**config.mk**
```make
export PLATFORM = sky130hd
export DESIGN_NAME = hostword_bridge
export DESIGN_NICKNAME = d
export VERILOG_FILES = /design/src/rtl/hb_pkg.sv /design/src/rtl/hb_inbox.sv /design/src/rtl/hb_outbox.sv /design/src/rtl/hb_bootld.sv /design/src/rtl/hostword_bridge.sv
export SDC_FILE = /design/constraint.sdc
export NUM_CORES = 1
export LEC_CHECK = 0
export CAP_MARGIN = 25
export CORE_ASPECT_RATIO = 1.4
export CORE_MARGIN = 3
export CORE_UTILIZATION = 43
export CTS_CLUSTER_DIAMETER = 60
export CTS_CLUSTER_SIZE = 8
export DETAILED_ROUTE_END_ITERATION = 7
export HOLD_SLACK_MARGIN = 0.15
export PLACE_DENSITY = 0.8
export SETUP_SLACK_MARGIN = 0.02
export SLEW_MARGIN = 15
export SYNTH_ARGS = -nofsm -noshare
export SYNTH_HDL_FRONTEND = slang
export SYNTH_SLANG_ARGS = --single-unit
```
**constraint.sdc**
```tcl
create_clock -name clk -period 2.2 [get_ports clk]
set_clock_uncertainty 0.2 [all_clocks]
set_input_delay 0.55 -clock clk [delete_from_list [all_inputs] [get_ports clk]]
set_output_delay 0.55 -clock clk [all_outputs]
set_load 0.02 [all_outputs]
```
**src/rtl/hb_pkg.sv**
```systemverilog
package hb_pkg;
  localparam int HB_W = 8;

  localparam logic [2:0] SEL_IN0   = 3'd0;
  localparam logic [2:0] SEL_IN1   = 3'd1;
  localparam logic [2:0] SEL_IN2   = 3'd2;
  localparam logic [2:0] SEL_OUTLO = 3'd3;
  localparam logic [2:0] SEL_OUTHI = 3'd4;
  localparam logic [2:0] SEL_STAT  = 3'd5;
  localparam logic [2:0] SEL_IN1C  = 3'd6;

  // True for host addresses that feed the inbound word
  function automatic logic is_in_sel(input logic [2:0] sel);
    return (sel == SEL_IN0) || (sel == SEL_IN1) || (sel == SEL_IN2) || (sel == SEL_IN1C);
  endfunction

  // Status byte: inbound full, outbound full, software flags
  function automatic logic [HB_W-1:0] pack_status(input logic in_full, input logic out_full,
                                                  input logic [HB_W-3:0] sw);
    return {in_full, out_full, sw};
  endfunction

  // Host read multiplexer
  function automatic logic [HB_W-1:0] host_read(input logic [2:0] sel, input logic [HB_W-1:0] lo,
                                                input logic [HB_W-1:0] hi, input logic [HB_W-1:0] st);
    case (sel)
      SEL_OUTLO: return lo;
      SEL_OUTHI: return hi;
      SEL_STAT:  return st;
      default:   return '0;
    endcase
  endfunction
endpackage

```
**src/rtl/hb_inbox.sv**
```systemverilog
module hb_inbox import hb_pkg::*; #(
  parameter int IW = 24,
  parameter int DW = 16
) (
  input  logic          clk,
  input  logic          rst_n,
  input  logic          wr_en,
  input  logic [2:0]    wr_sel,
  input  logic [7:0]    wr_byte,
  input  logic          consume,
  output logic          full,
  output logic          commit_evt,
  output logic [IW-1:0] word
);
  localparam int NB = IW / HB_W;
  localparam int SHORT_TOP = DW / HB_W - 1;

  logic [HB_W-1:0] byte_q [NB];
  logic            accept;
  logic [IW-1:0]   joined;

  assign accept     = wr_en && !full;
  assign commit_evt = accept && (wr_sel == 3'(NB-1) || wr_sel == SEL_IN1C);

  for (genvar i = 0; i < NB; i++) begin : g_byte
    always_ff @(posedge clk or negedge rst_n) begin
      if (!rst_n) byte_q[i] <= '0;
      else if (accept) begin
        if (wr_sel == 3'(i) || (wr_sel == SEL_IN1C && i == SHORT_TOP)) byte_q[i] <= wr_byte;
        else if (wr_sel == SEL_IN1C && i > SHORT_TOP) byte_q[i] <= '0;
      end
    end
  end

  always_comb begin
    joined = '0;
    for (int k = 0; k < NB; k++) joined[k*HB_W +: HB_W] = byte_q[k];
  end

  always_ff @(posedge clk or negedge rst_n) begin
    if (!rst_n) full <= 1'b0;
    else if (commit_evt) full <= 1'b1;
    else if (consume) full <= 1'b0;
  end

  assign word = full ? joined : '0;

  a_r4_hold_full: assert property (@(posedge clk) disable iff (!rst_n)
    full && !consume |=> full && $stable(word));
  a_r2_set_by_commit: assert property (@(posedge clk) disable iff (!rst_n)
    $rose(full) |-> $past(commit_evt));
endmodule

```
**src/rtl/hb_outbox.sv**
```systemverilog
module hb_outbox import hb_pkg::*; #(
  parameter int DW = 16
) (
  input  logic            clk,
  input  logic            rst_n,
  input  logic            d_wr,
  input  logic [DW-1:0]   d_word,
  input  logic            rd_lo,
  input  logic            rd_hi,
  output logic            full,
  output logic [HB_W-1:0] lo_byte,
  output logic [HB_W-1:0] hi_byte
);
  logic [DW-1:0] word_q;
  logic          load, drain;

  assign load  = d_wr && !full;
  assign drain = rd_hi && full;

  always_ff @(posedge clk or negedge rst_n) begin
    if (!rst_n) begin
      word_q <= '0;
      full   <= 1'b0;
    end else if (load) begin
      word_q <= d_word;
      full   <= 1'b1;
    end else if (drain) begin
      full   <= 1'b0;
    end
  end

  assign lo_byte = full ? word_q[HB_W-1:0] : '0;
  assign hi_byte = full ? word_q[DW-1:HB_W] : '0;

  a_r6_low_read_keeps: assert property (@(posedge clk) disable iff (!rst_n)
    full && rd_lo && !rd_hi |=> full);
  a_r7_no_overwrite: assert property (@(posedge clk) disable iff (!rst_n)
    full && !drain |=> full && $stable(word_q));
endmodule

```
**src/rtl/hb_bootld.sv**
```systemverilog
module hb_bootld #(
  parameter int IW = 24,
  parameter int PA = 10
) (
  input  logic          clk,
  input  logic          rst_n,
  input  logic          boot_req,
  input  logic          in_full,
  input  logic [IW-1:0] in_word,
  input  logic          ptr_ld,
  input  logic [PA-1:0] ptr_val,
  output logic          stall,
  output logic          take,
  output logic          pm_we,
  output logic [PA-1:0] pm_addr,
  output logic [IW-1:0] pm_wdata
);
  logic [PA-1:0] ptr_q;

  assign take     = boot_req && in_full;
  assign stall    = boot_req && !in_full;
  assign pm_we    = take;
  assign pm_addr  = ptr_q;
  assign pm_wdata = in_word;

  always_ff @(posedge clk or negedge rst_n) begin
    if (!rst_n) ptr_q <= '0;
    else if (ptr_ld) ptr_q <= ptr_val;
    else if (take) ptr_q <= ptr_q + 1'b1;
  end

  a_r10_ptr_step: assert property (@(posedge clk) disable iff (!rst_n)
    pm_we && !ptr_ld |=> ptr_q == $past(ptr_q) + 1'b1);
  a_r9_stall_no_write: assert property (@(posedge clk) disable iff (!rst_n)
    stall |-> !pm_we);
endmodule

```
**src/rtl/hostword_bridge.sv**
```systemverilog
module hostword_bridge import hb_pkg::*; #(
  parameter int IW = 24,
  parameter int DW = 16,
  parameter int PA = 10
) (
  input  logic            clk,
  input  logic            rst_n,
  input  logic            h_wr,
  input  logic            h_rd,
  input  logic [2:0]      h_addr,
  input  logic [HB_W-1:0] h_wdata,
  output logic [HB_W-1:0] h_rdata,
  input  logic            d_in_rd,
  output logic [IW-1:0]   d_in_word,
  output logic            d_in_ready,
  input  logic            d_out_wr,
  input  logic [DW-1:0]   d_out_word,
  output logic            d_out_busy,
  input  logic            d_flag_wr,
  input  logic [HB_W-3:0] d_flags,
  input  logic            boot_req,
  input  logic            boot_ptr_ld,
  input  logic [PA-1:0]   boot_ptr_val,
  output logic            core_stall,
  output logic            pm_we,
  output logic [PA-1:0]   pm_addr,
  output logic [IW-1:0]   pm_wdata
);
  logic            in_wr_en, in_consume, in_commit, boot_take;
  logic            rd_lo_evt, rd_hi_evt;
  logic [HB_W-1:0] out_lo, out_hi, status;
  logic [HB_W-3:0] sw_q;

  assign in_wr_en   = h_wr && is_in_sel(h_addr);
  assign rd_lo_evt  = h_rd && h_addr == SEL_OUTLO;
  assign rd_hi_evt  = h_rd && h_addr == SEL_OUTHI;
  assign in_consume = boot_take || (d_in_rd && !boot_req && d_in_ready);

  hb_inbox #(.IW(IW), .DW(DW)) u_in (
    .clk(clk), .rst_n(rst_n), .wr_en(in_wr_en), .wr_sel(h_addr), .wr_byte(h_wdata),
    .consume(in_consume), .full(d_in_ready), .commit_evt(in_commit), .word(d_in_word));

  hb_outbox #(.DW(DW)) u_out (
    .clk(clk), .rst_n(rst_n), .d_wr(d_out_wr), .d_word(d_out_word), .rd_lo(rd_lo_evt),
    .rd_hi(rd_hi_evt), .full(d_out_busy), .lo_byte(out_lo), .hi_byte(out_hi));

  hb_bootld #(.IW(IW), .PA(PA)) u_boot (
    .clk(clk), .rst_n(rst_n), .boot_req(boot_req), .in_full(d_in_ready), .in_word(d_in_word),
    .ptr_ld(boot_ptr_ld), .ptr_val(boot_ptr_val), .stall(core_stall), .take(boot_take),
    .pm_we(pm_we), .pm_addr(pm_addr), .pm_wdata(pm_wdata));

  always_ff @(posedge clk or negedge rst_n) begin
    if (!rst_n) sw_q <= '0;
    else if (d_flag_wr) sw_q <= d_flags;
  end

  assign status  = pack_status(d_in_ready, d_out_busy, sw_q);
  assign h_rdata = host_read(h_addr, out_lo, out_hi, status);

  a_r9_write_frees: assert property (@(posedge clk) disable iff (!rst_n)
    pm_we |=> !d_in_ready);
  a_r2_commit_sets: assert property (@(posedge clk) disable iff (!rst_n)
    in_commit |=> d_in_ready);
endmodule

```
**Word level (Yosys, flattened, before mapping)**

Index checks and enable logic that the tools add are counted.

- Logic and storage cells: 54
- Flip-flop bits (word level): 58
- Input port bits: 52
- Output and inout port bits: 70

- Add/subtract/negate cells: 1
- Mux-type cells: 12
- Eq/ne operators: 6
- Reductions and logical operators: 27

Operators with widths:

| cell | count |
|---|---|
| $mux W8 | 4 |
| $mux W24 | 1 |
| $pmux W8 S3 | 1 |
| $mux W10 | 2 |
| $add A10 B1 Y10 const B | 1 |
| $logic_and A1 B1 Y1 | 10 |
| $eq A3 B3 Y1 const B | 3 |
| $reduce_bool A2 Y1 | 4 |
| $eq A3 B2 Y1 const B | 2 |
| $logic_or A1 B1 Y1 | 6 |
| $reduce_and A2 Y1 | 3 |
| $mux W1 | 4 |
| $eq A3 B1 Y1 const B | 1 |
| $logic_not A1 Y1 | 3 |
| $logic_not A3 Y1 | 1 |

**Longest topological paths before layout**

Gate-level depths: netlist (run 1).

- Word-level depth: 8
- Gate-level depth with buffers: 6
- Gate-level depth less buffers: 4

**Cells and area by module**

From an unflattened synthesis (run 1), not the netlist that was laid out.

- Cell total of the unflattened synthesis: 326
- Area total of the unflattened synthesis: 3522.1 sq um

Modules (own cells, without submodules):

| module | area each (sq um) | seq. area each (sq um) | cells an instance | instances |
|---|---|---|---|---|
| hb_inbox | 1421.4 | 625.6 | 141 | 1 |
| hb_outbox | 804.5 | 425.4 | 55 | 1 |
| hb_bootld | 787.0 | 250.2 | 90 | 1 |
| hostword_bridge | 509.2 | 150.1 | 40 | 1 |

**Least setup slack after synthesis (run 1)**

Ideal clock, no wire load.

- Kind: input -> output
- Start: input port h_addr[0]
- End: output port h_rdata[6]
- Slack: -0.072 ns
- Data arrival time: 1.522 ns
- Data required time: 1.450 ns
- Stages: 5
- Cells stage by stage: buf_4 and3b_1 buf_2 nand2_1 a21boi_0

- Cells in the longest elaborated chain, start to end: 2

RTL lines:

| item | RTL line | RTL |
|---|---|---|
| start, declared | hostword_bridge.sv:10 | `input logic [2:0] h_addr,` |
| $eq A3 B3 Y1 / $eq A3 B2 Y1 (equally long branches) | hb_pkg.sv:26 | `case (sel)` |
| $pmux W8 S3 * | hb_pkg.sv:26 |  |
| end, declared | hostword_bridge.sv:12 | `output logic [HB_W-1:0] h_rdata,` |

Mark *: on every way between the ends. The rest lies on a longest branch, timed or not.

**Worst setup path after layout (run 1)**

- Start: input port h_addr[0]
- End: output port h_rdata[4]

Same word-level chain as after synthesis.

==> impl_metrics.env, run 1 <==
export IMPL_yosys_register_bits=58
export IMPL_crit_chain="buf_8 -> and3b_2 -> a22o_1 -> a22o_1 -> buf_6"
export IMPL_syn_to_final_growth_pct=43.7
export IMPL_top_signal_layer_used="met4"
export IMPL_grt_antenna_before_repair=0
export IMPL_grt_pass1_wl_um=12400
export IMPL_cts_path_max_buffers=2
export IMPL_dp_hpwl_um=5550
export IMPL_leakagePower_nw=1.94
export IMPL_seqCellArea_um2=1450
export IMPL_dp_cells=463
export IMPL_multi_input_area_um2=1290
export IMPL_routed_wirelength_um=7370
export IMPL_fin_hold_ws_ns=0.273
export IMPL_cp_arrival_ns=1.51
export IMPL_crit_family="compound AO/OA/AOI/OAI gates"
export IMPL_relSlewSlack=0.767
export IMPL_crit_slowest_cell="and3b_2"
export IMPL_hp_start="u_in.byte_q[3]"
export IMPL_fin_nets=437
export IMPL_path_buf_inv=2
export IMPL_ant_nets=0
export IMPL_synthArstFlopShare=1.00
export IMPL_wl_met1_um=2950
export IMPL_start_util=0.449
export IMPL_start_kind="input port"
export IMPL_syn_area_per_cell_um2=11.1
export IMPL_root_buffer="clkbuf_8"
export IMPL_power_per_cell_area_nw_per_um2=689
export IMPL_grt_max_degree=59
export IMPL_wl_per_cell_um=15.4
export IMPL_slew_viol_final=0
export IMPL_drc=0
export IMPL_rows=35
export IMPL_gr_total_overflow=0
export IMPL_synth_ff_type="dfrtp_1"
export IMPL_yosysSeqAreaShare=0.486
export IMPL_cp_max_fo=8
export IMPL_finalCritPeriodShare=1.03
export IMPL_synth_distinct_cells=36
export IMPL_grt_pass1_vias=2504
export IMPL_cts_buffers=9
export IMPL_path_clk_slew_ns=0.06
export IMPL_finalPower_mw=2.96
export IMPL_die_w_um=76.4
export IMPL_place_congestion=0.793
export IMPL_ys_warn_count=0
export IMPL_maxCapViolCount=0
export IMPL_route_met3_wl_um=313
export IMPL_synth_edf_count=0
export IMPL_finalHoldViolCount=0
export IMPL_critPathMostFrequentCell="a22o_1"
export IMPL_syn_area_um2=2990
export IMPL_cts_sinks=58
export IMPL_final_cells=480
export IMPL_grt_setup_unrepaired="yes"
export IMPL_synthCells=270
export IMPL_critPathKind="in2out"
export IMPL_n_antenna_cell=0
export IMPL_clock_fmax_mhz=442
export IMPL_clock_latency_ns=0.33
export IMPL_violations="setup timing"
export IMPL_period_minus_slack_ns=2.26
export IMPL_grt_use_total=0.193
export IMPL_crit_required_ns=1.45
export IMPL_setup_slack_ns=-0.0628
export IMPL_io_buffers=121
export IMPL_fillers=572
export IMPL_status="finished, violations left"
export IMPL_tritoncts="yes"
export IMPL_slowest_delay_ns=0.26
export IMPL_vias=2386
export IMPL_htreeDepth=3
export IMPL_worst_pin_slew_ns=0.349
export IMPL_core_area_um2=6660
export IMPL_drive_gt1_frac=0.325
export IMPL_critPathLaunch="h_addr[0]"
export IMPL_endpoint_kind="output port"
export IMPL_die_y_um=105
export IMPL_wl_met2_um=3990
export IMPL_pin_count=122
export IMPL_viasPerCell=4.97
export IMPL_drt_iter0_markers=110
export IMPL_hold_path_class="reg2reg"
export IMPL_die_area_um2=8000
export IMPL_ir_worst_vdd_uv=560
export IMPL_setup_violations=7
export IMPL_synth_nets=323
export IMPL_r2r_start="u_in.full"
export IMPL_drtPass1Iterations=4
[worst register-to-register path, stage by stage (launching register included)]
cell	delay [ns]
dfrtp_2	0.37
buf_12	0.18
nand2_2	0.11
buf_4	0.16
buf_4	0.14
or4_1	0.49
a31oi_1	0.16
[layout by cell type (no fill, tap or decap), types with 2 or more instances in the layout]
cell type,instances
nand2_1,17
dfrtp_1,56
or4_1,5
clkdlybuf4s15_1,18
o21ai_0,14
clkinvlp_4,2
nand4_1,3
a31oi_1,5
and2_1,24
buf_2,4
a22o_1,14
clkbuf_8,9
nor2b_1,4
o211ai_1,2
dlygate4sd2_1,2
xor2_1,2
clkbuf_2,30
buf_12,3
nand3_1,9
nand2b_1,8
nor2_1,7
dlymetal6s2s_1,5
buf_6,8
clkinv_2,4
mux2_2,38
o31ai_1,3
buf_4,17
buf_8,2
clkdlybuf4s50_1,52
dfrtp_2,2
[what timing repair did]
action	CTS	global route
hold buffers	1	0
hold endpoints to repair	58	0
gates cloned	0	0
pin swaps	9	10
setup buffers	0	2
endpoints found under the setup margin	60	61
gates resized for setup	127	82
[logic make-up (layout without fill, tap and decap cells)]
family | after synthesis | after routing | synth area share
simple gates | 88 | 88 | 0.176
fa+ha+maj | 1 | 1 | 0.00419
buf+inv | 41 | 159 | 0.0855
xor+xnor | 2 | 2 | 0.00587
flops | 58 | 58 | 0.486
compound gates | 41 | 41 | 0.0955
mux | 39 | 39 | 0.147
[flip-flops by register name, indices dropped and copies added, names as in the netlist]
| name | flops |
|---|---|
| sw_q | 6 |
| u_boot.pm_addr | 10 |
| u_in.byte_q | 24 |
| u_in.full | 1 |
| u_out.full | 1 |
| u_out.word_q | 16 |
[power by group]
part           total (mW)  switching [mW]  internal (mW)
sequential           1.41           0.126           1.28
combinational       0.746           0.332          0.414
clock               0.801           0.408          0.393
[worst paths after layout]
path,end,slack [ns],cells past startpoint
setup / recovery,h_rdata[4],-0.06,5
max in group asynchronous,u_out.full,0.96,3
setup reg to reg,u_boot.pm_addr[5],0.32,6
hold reg to reg,u_in.byte_q[3],0.27,2
min in group asynchronous,u_in.byte_q[22],0.54,3
hold / removal,u_in.byte_q[3],0.27,2
[metal layers]
layer	global-route usage	vias up
met3	0.0431	11
met4	0.0855	0
met1	0.225	1160
li1	-	1156
met2	0.337	59
met5	0	-
[final cells by class]
cell class                      count  area share
Tap cell                           92      0.0268
Sequential cell                    58       0.339
Multi-Input combinational cell    171       0.300
Clock buffer                        9      0.0289
Timing Repair Buffer              142       0.296
Clock inverter                      6     0.00816
Inverter                            2     0.00175
[stage by stage]
stage / worst slack (ns) / cell area, um^2 / util / setup TNS [ns]
6_report: -0.0628 / 4290 / 0.645 / -0.178
5_1_grt: -0.0954 / 4290 / 0.645 / -0.425
4_1_cts: -0.0755 / 4350 / 0.654 / -0.135
3_5_place_dp: -0.973 / 4240 / 0.637 / -11.35
3_3_place_gp: -0.895 / 4240 / 0.637 / -10.58
2_1_floorplan: 0.00380 / 3000 / - / 0
[cell usage after synthesis, types with 4 or more instances]
master / instances / area share
or4_1: 5 / 0.013
nand2b_1: 8 / 0.017
a31oi_1: 5 / 0.010
nor2b_1: 4 / 0.0084
buf_4: 25 / 0.063
o21ai_0: 14 / 0.023
clkbuf_1: 8 / 0.010
nand2_1: 17 / 0.021
nand3_1: 9 / 0.015
mux2_2: 38 / 0.14
dfrtp_1: 58 / 0.49
nor2_1: 7 / 0.0088
buf_2: 5 / 0.0084
and2_1: 25 / 0.052
a22o_1: 14 / 0.041
Power figures use the tool's default switching activity.
==> run 2, diff against run 1 <==
Settings changed: PLACE_DENSITY 0.8 to 0.88.
==> impl_metrics.env, run 2 (synthesis results as in run 1) <==
export IMPL_grt_antenna_before_repair=0
export IMPL_routed_wirelength_um=7780
export IMPL_worst_pin_slew_ns=0.308
export IMPL_cp_arrival_ns=1.52
export IMPL_cts_path_max_buffers=2
export IMPL_cts_buffers=9
export IMPL_syn_to_final_growth_pct=47.1
export IMPL_drive_gt1_frac=0.253
export IMPL_fin_nets=436
export IMPL_gr_total_overflow=0
export IMPL_violations="setup timing"
export IMPL_die_w_um=76.4
export IMPL_start_util=0.449
export IMPL_grt_pass1_wl_um=12700
export IMPL_path_clk_slew_ns=0.06
export IMPL_final_common_cell="dfrtp_1"
export IMPL_grt_setup_unrepaired="yes"
export IMPL_drtPass1Iterations=4
export IMPL_period_minus_slack_ns=2.27
export IMPL_critPathKind="in2out"
export IMPL_htreeDepth=3
export IMPL_setup_slack_ns=-0.0702
export IMPL_n_antenna_cell=0
export IMPL_setup_violations=7
export IMPL_finalPower_mw=3.03
export IMPL_rows=35
export IMPL_largest_reg_flops=24
export IMPL_cts_sinks=58
export IMPL_fillers=544
export IMPL_slowest_delay_ns=0.27
export IMPL_die_area_um2=8000
export IMPL_pin_count=122
export IMPL_finalCritPeriodShare=1.03
export IMPL_hold_path_class="reg2reg"
export IMPL_finalHoldViolCount=0
export IMPL_crit_chain="buf_8 -> and3b_2 -> a22o_1 -> a22o_1 -> buf_6"
export IMPL_dp_hpwl_um=5960
export IMPL_wl_per_cell_um=16.3
export IMPL_seqCellArea_um2=1450
export IMPL_crit_required_ns=1.45
export IMPL_tritoncts="yes"
export IMPL_status="finished, violations left"
export IMPL_relSlewSlack=0.795
export IMPL_drt_iter0_markers=108
export IMPL_viasPerCell=5.03
export IMPL_drc=0
export IMPL_ant_nets=0
export IMPL_slew_viol_final=0
export IMPL_start_kind="input port"
export IMPL_core_area_um2=6660
export IMPL_die_y_um=105
export IMPL_critPathMostFrequentCell="a22o_1"
export IMPL_clock_latency_ns=0.33
export IMPL_clock_fmax_mhz=440
export IMPL_crit_slowest_cell="and3b_2"
export IMPL_crit_family="compound AO/OA/AOI/OAI gates"
export IMPL_vias=2409
export IMPL_grt_use_total=0.200
export IMPL_place_congestion=0.822
export IMPL_maxCapViolCount=0
export IMPL_root_buffer="clkbuf_8"
export IMPL_path_buf_inv=2
export IMPL_top_register="u_in.byte_q"
export IMPL_grt_max_degree=59
export IMPL_power_per_cell_area_nw_per_um2=690
export IMPL_grt_pass1_vias=2566
export IMPL_fin_util=0.660
export IMPL_cp_max_fo=8
export IMPL_multi_input_area_um2=1290
export IMPL_io_buffers=121
export IMPL_endpoint_kind="output port"
export IMPL_ir_worst_vdd_uv=481
export IMPL_leakagePower_nw=2.00
export IMPL_layout_common_cells="dfrtp_1, clkdlybuf4s50_1, mux2_2"
==> run 2: cell types whose count changed in the layout (fill, tap and decap cells not counted), moves of 2 or more <==
cell / change
buf_2: -3
buf_4: -2
buf_6: +3
clkbuf_2: -24
clkbuf_8: +2
clkdlybuf4s15_1: +2
clkinvlp_4: -2
dlygate4sd2_1: +25
dlymetal6s2s_1: -3
==> run 2: power breakdown <==
group          switching (mW)  internal (mW)  leakage (nW)  total (mW)
Clock                   0.391          0.458        0.0920       0.849
Sequential              0.138           1.29         0.693        1.42
Combinational           0.336          0.422          1.22       0.758
==> run 2: metrics by stage <==
step	TNS [ns]	cells	area, um^2	setup WS, ns	hold WS [ns]
after global placement	-10.28	463	4240	-0.893	0.257
after global routing	-0.667	479	4390	-0.117	0.307
after floorplan	0	270	3000	0.00380	0.0544
after detailed placement	-11.25	463	4240	-0.943	0.266
after CTS	-0.227	479	4380	-0.0682	0.280
final	-0.291	479	4390	-0.0702	0.280
==> run 2: final timing paths <==
| check | slack, ns | cells after the start | start | end |
|---|---|---|---|---|
| min in group asynchronous | 0.56 | 3 | rst_n | u_in.byte_q[23] |
| min | 0.28 | 2 | u_in.byte_q[2] | u_in.byte_q[2] |
| max in group asynchronous | 0.97 | 3 | rst_n | u_out.full |
| max | -0.07 | 5 | h_addr[1] | h_rdata[7] |
| max reg2reg | 0.43 | 5 | u_in.full | u_in.byte_q[19] |
| min reg2reg | 0.28 | 2 | u_in.byte_q[2] | u_in.byte_q[2] |
==> run 2: layout make-up <==
class	count	share of cell area
Inverter	2	0.00171
Timing Repair Buffer	141	0.310
Multi-Input combinational cell	171	0.293
Sequential cell	58	0.331
Clock buffer	12	0.0353
Clock inverter	3	0.00342
Tap cell	92	0.0262
==> run 2: routing by layer <==
metal	GRT usage	part of all wire	vias to the layer above
met5	0	0	-
met4	0.0907	0.016	0
met3	0.0345	0.044	9
met2	0.367	0.56	76
met1	0.225	0.38	1172
li1	-	-	1152
==> run 2: tightest hold or removal path, cell delays in order (launching register included) <==
cell     delay, ns
dfrtp_1       0.34
nand2_1       0.05
o21ai_0       0.06
==> run 2: timing repair <==
action | CTS | global route
buffers inserted | 1 | 0
gates resized for setup | 124 | 35
pin swaps | 10 | 11
endpoints found under the setup margin | 62 | 35
hold buffers | 1 | 0
endpoints found under the hold margin | 58 | 0
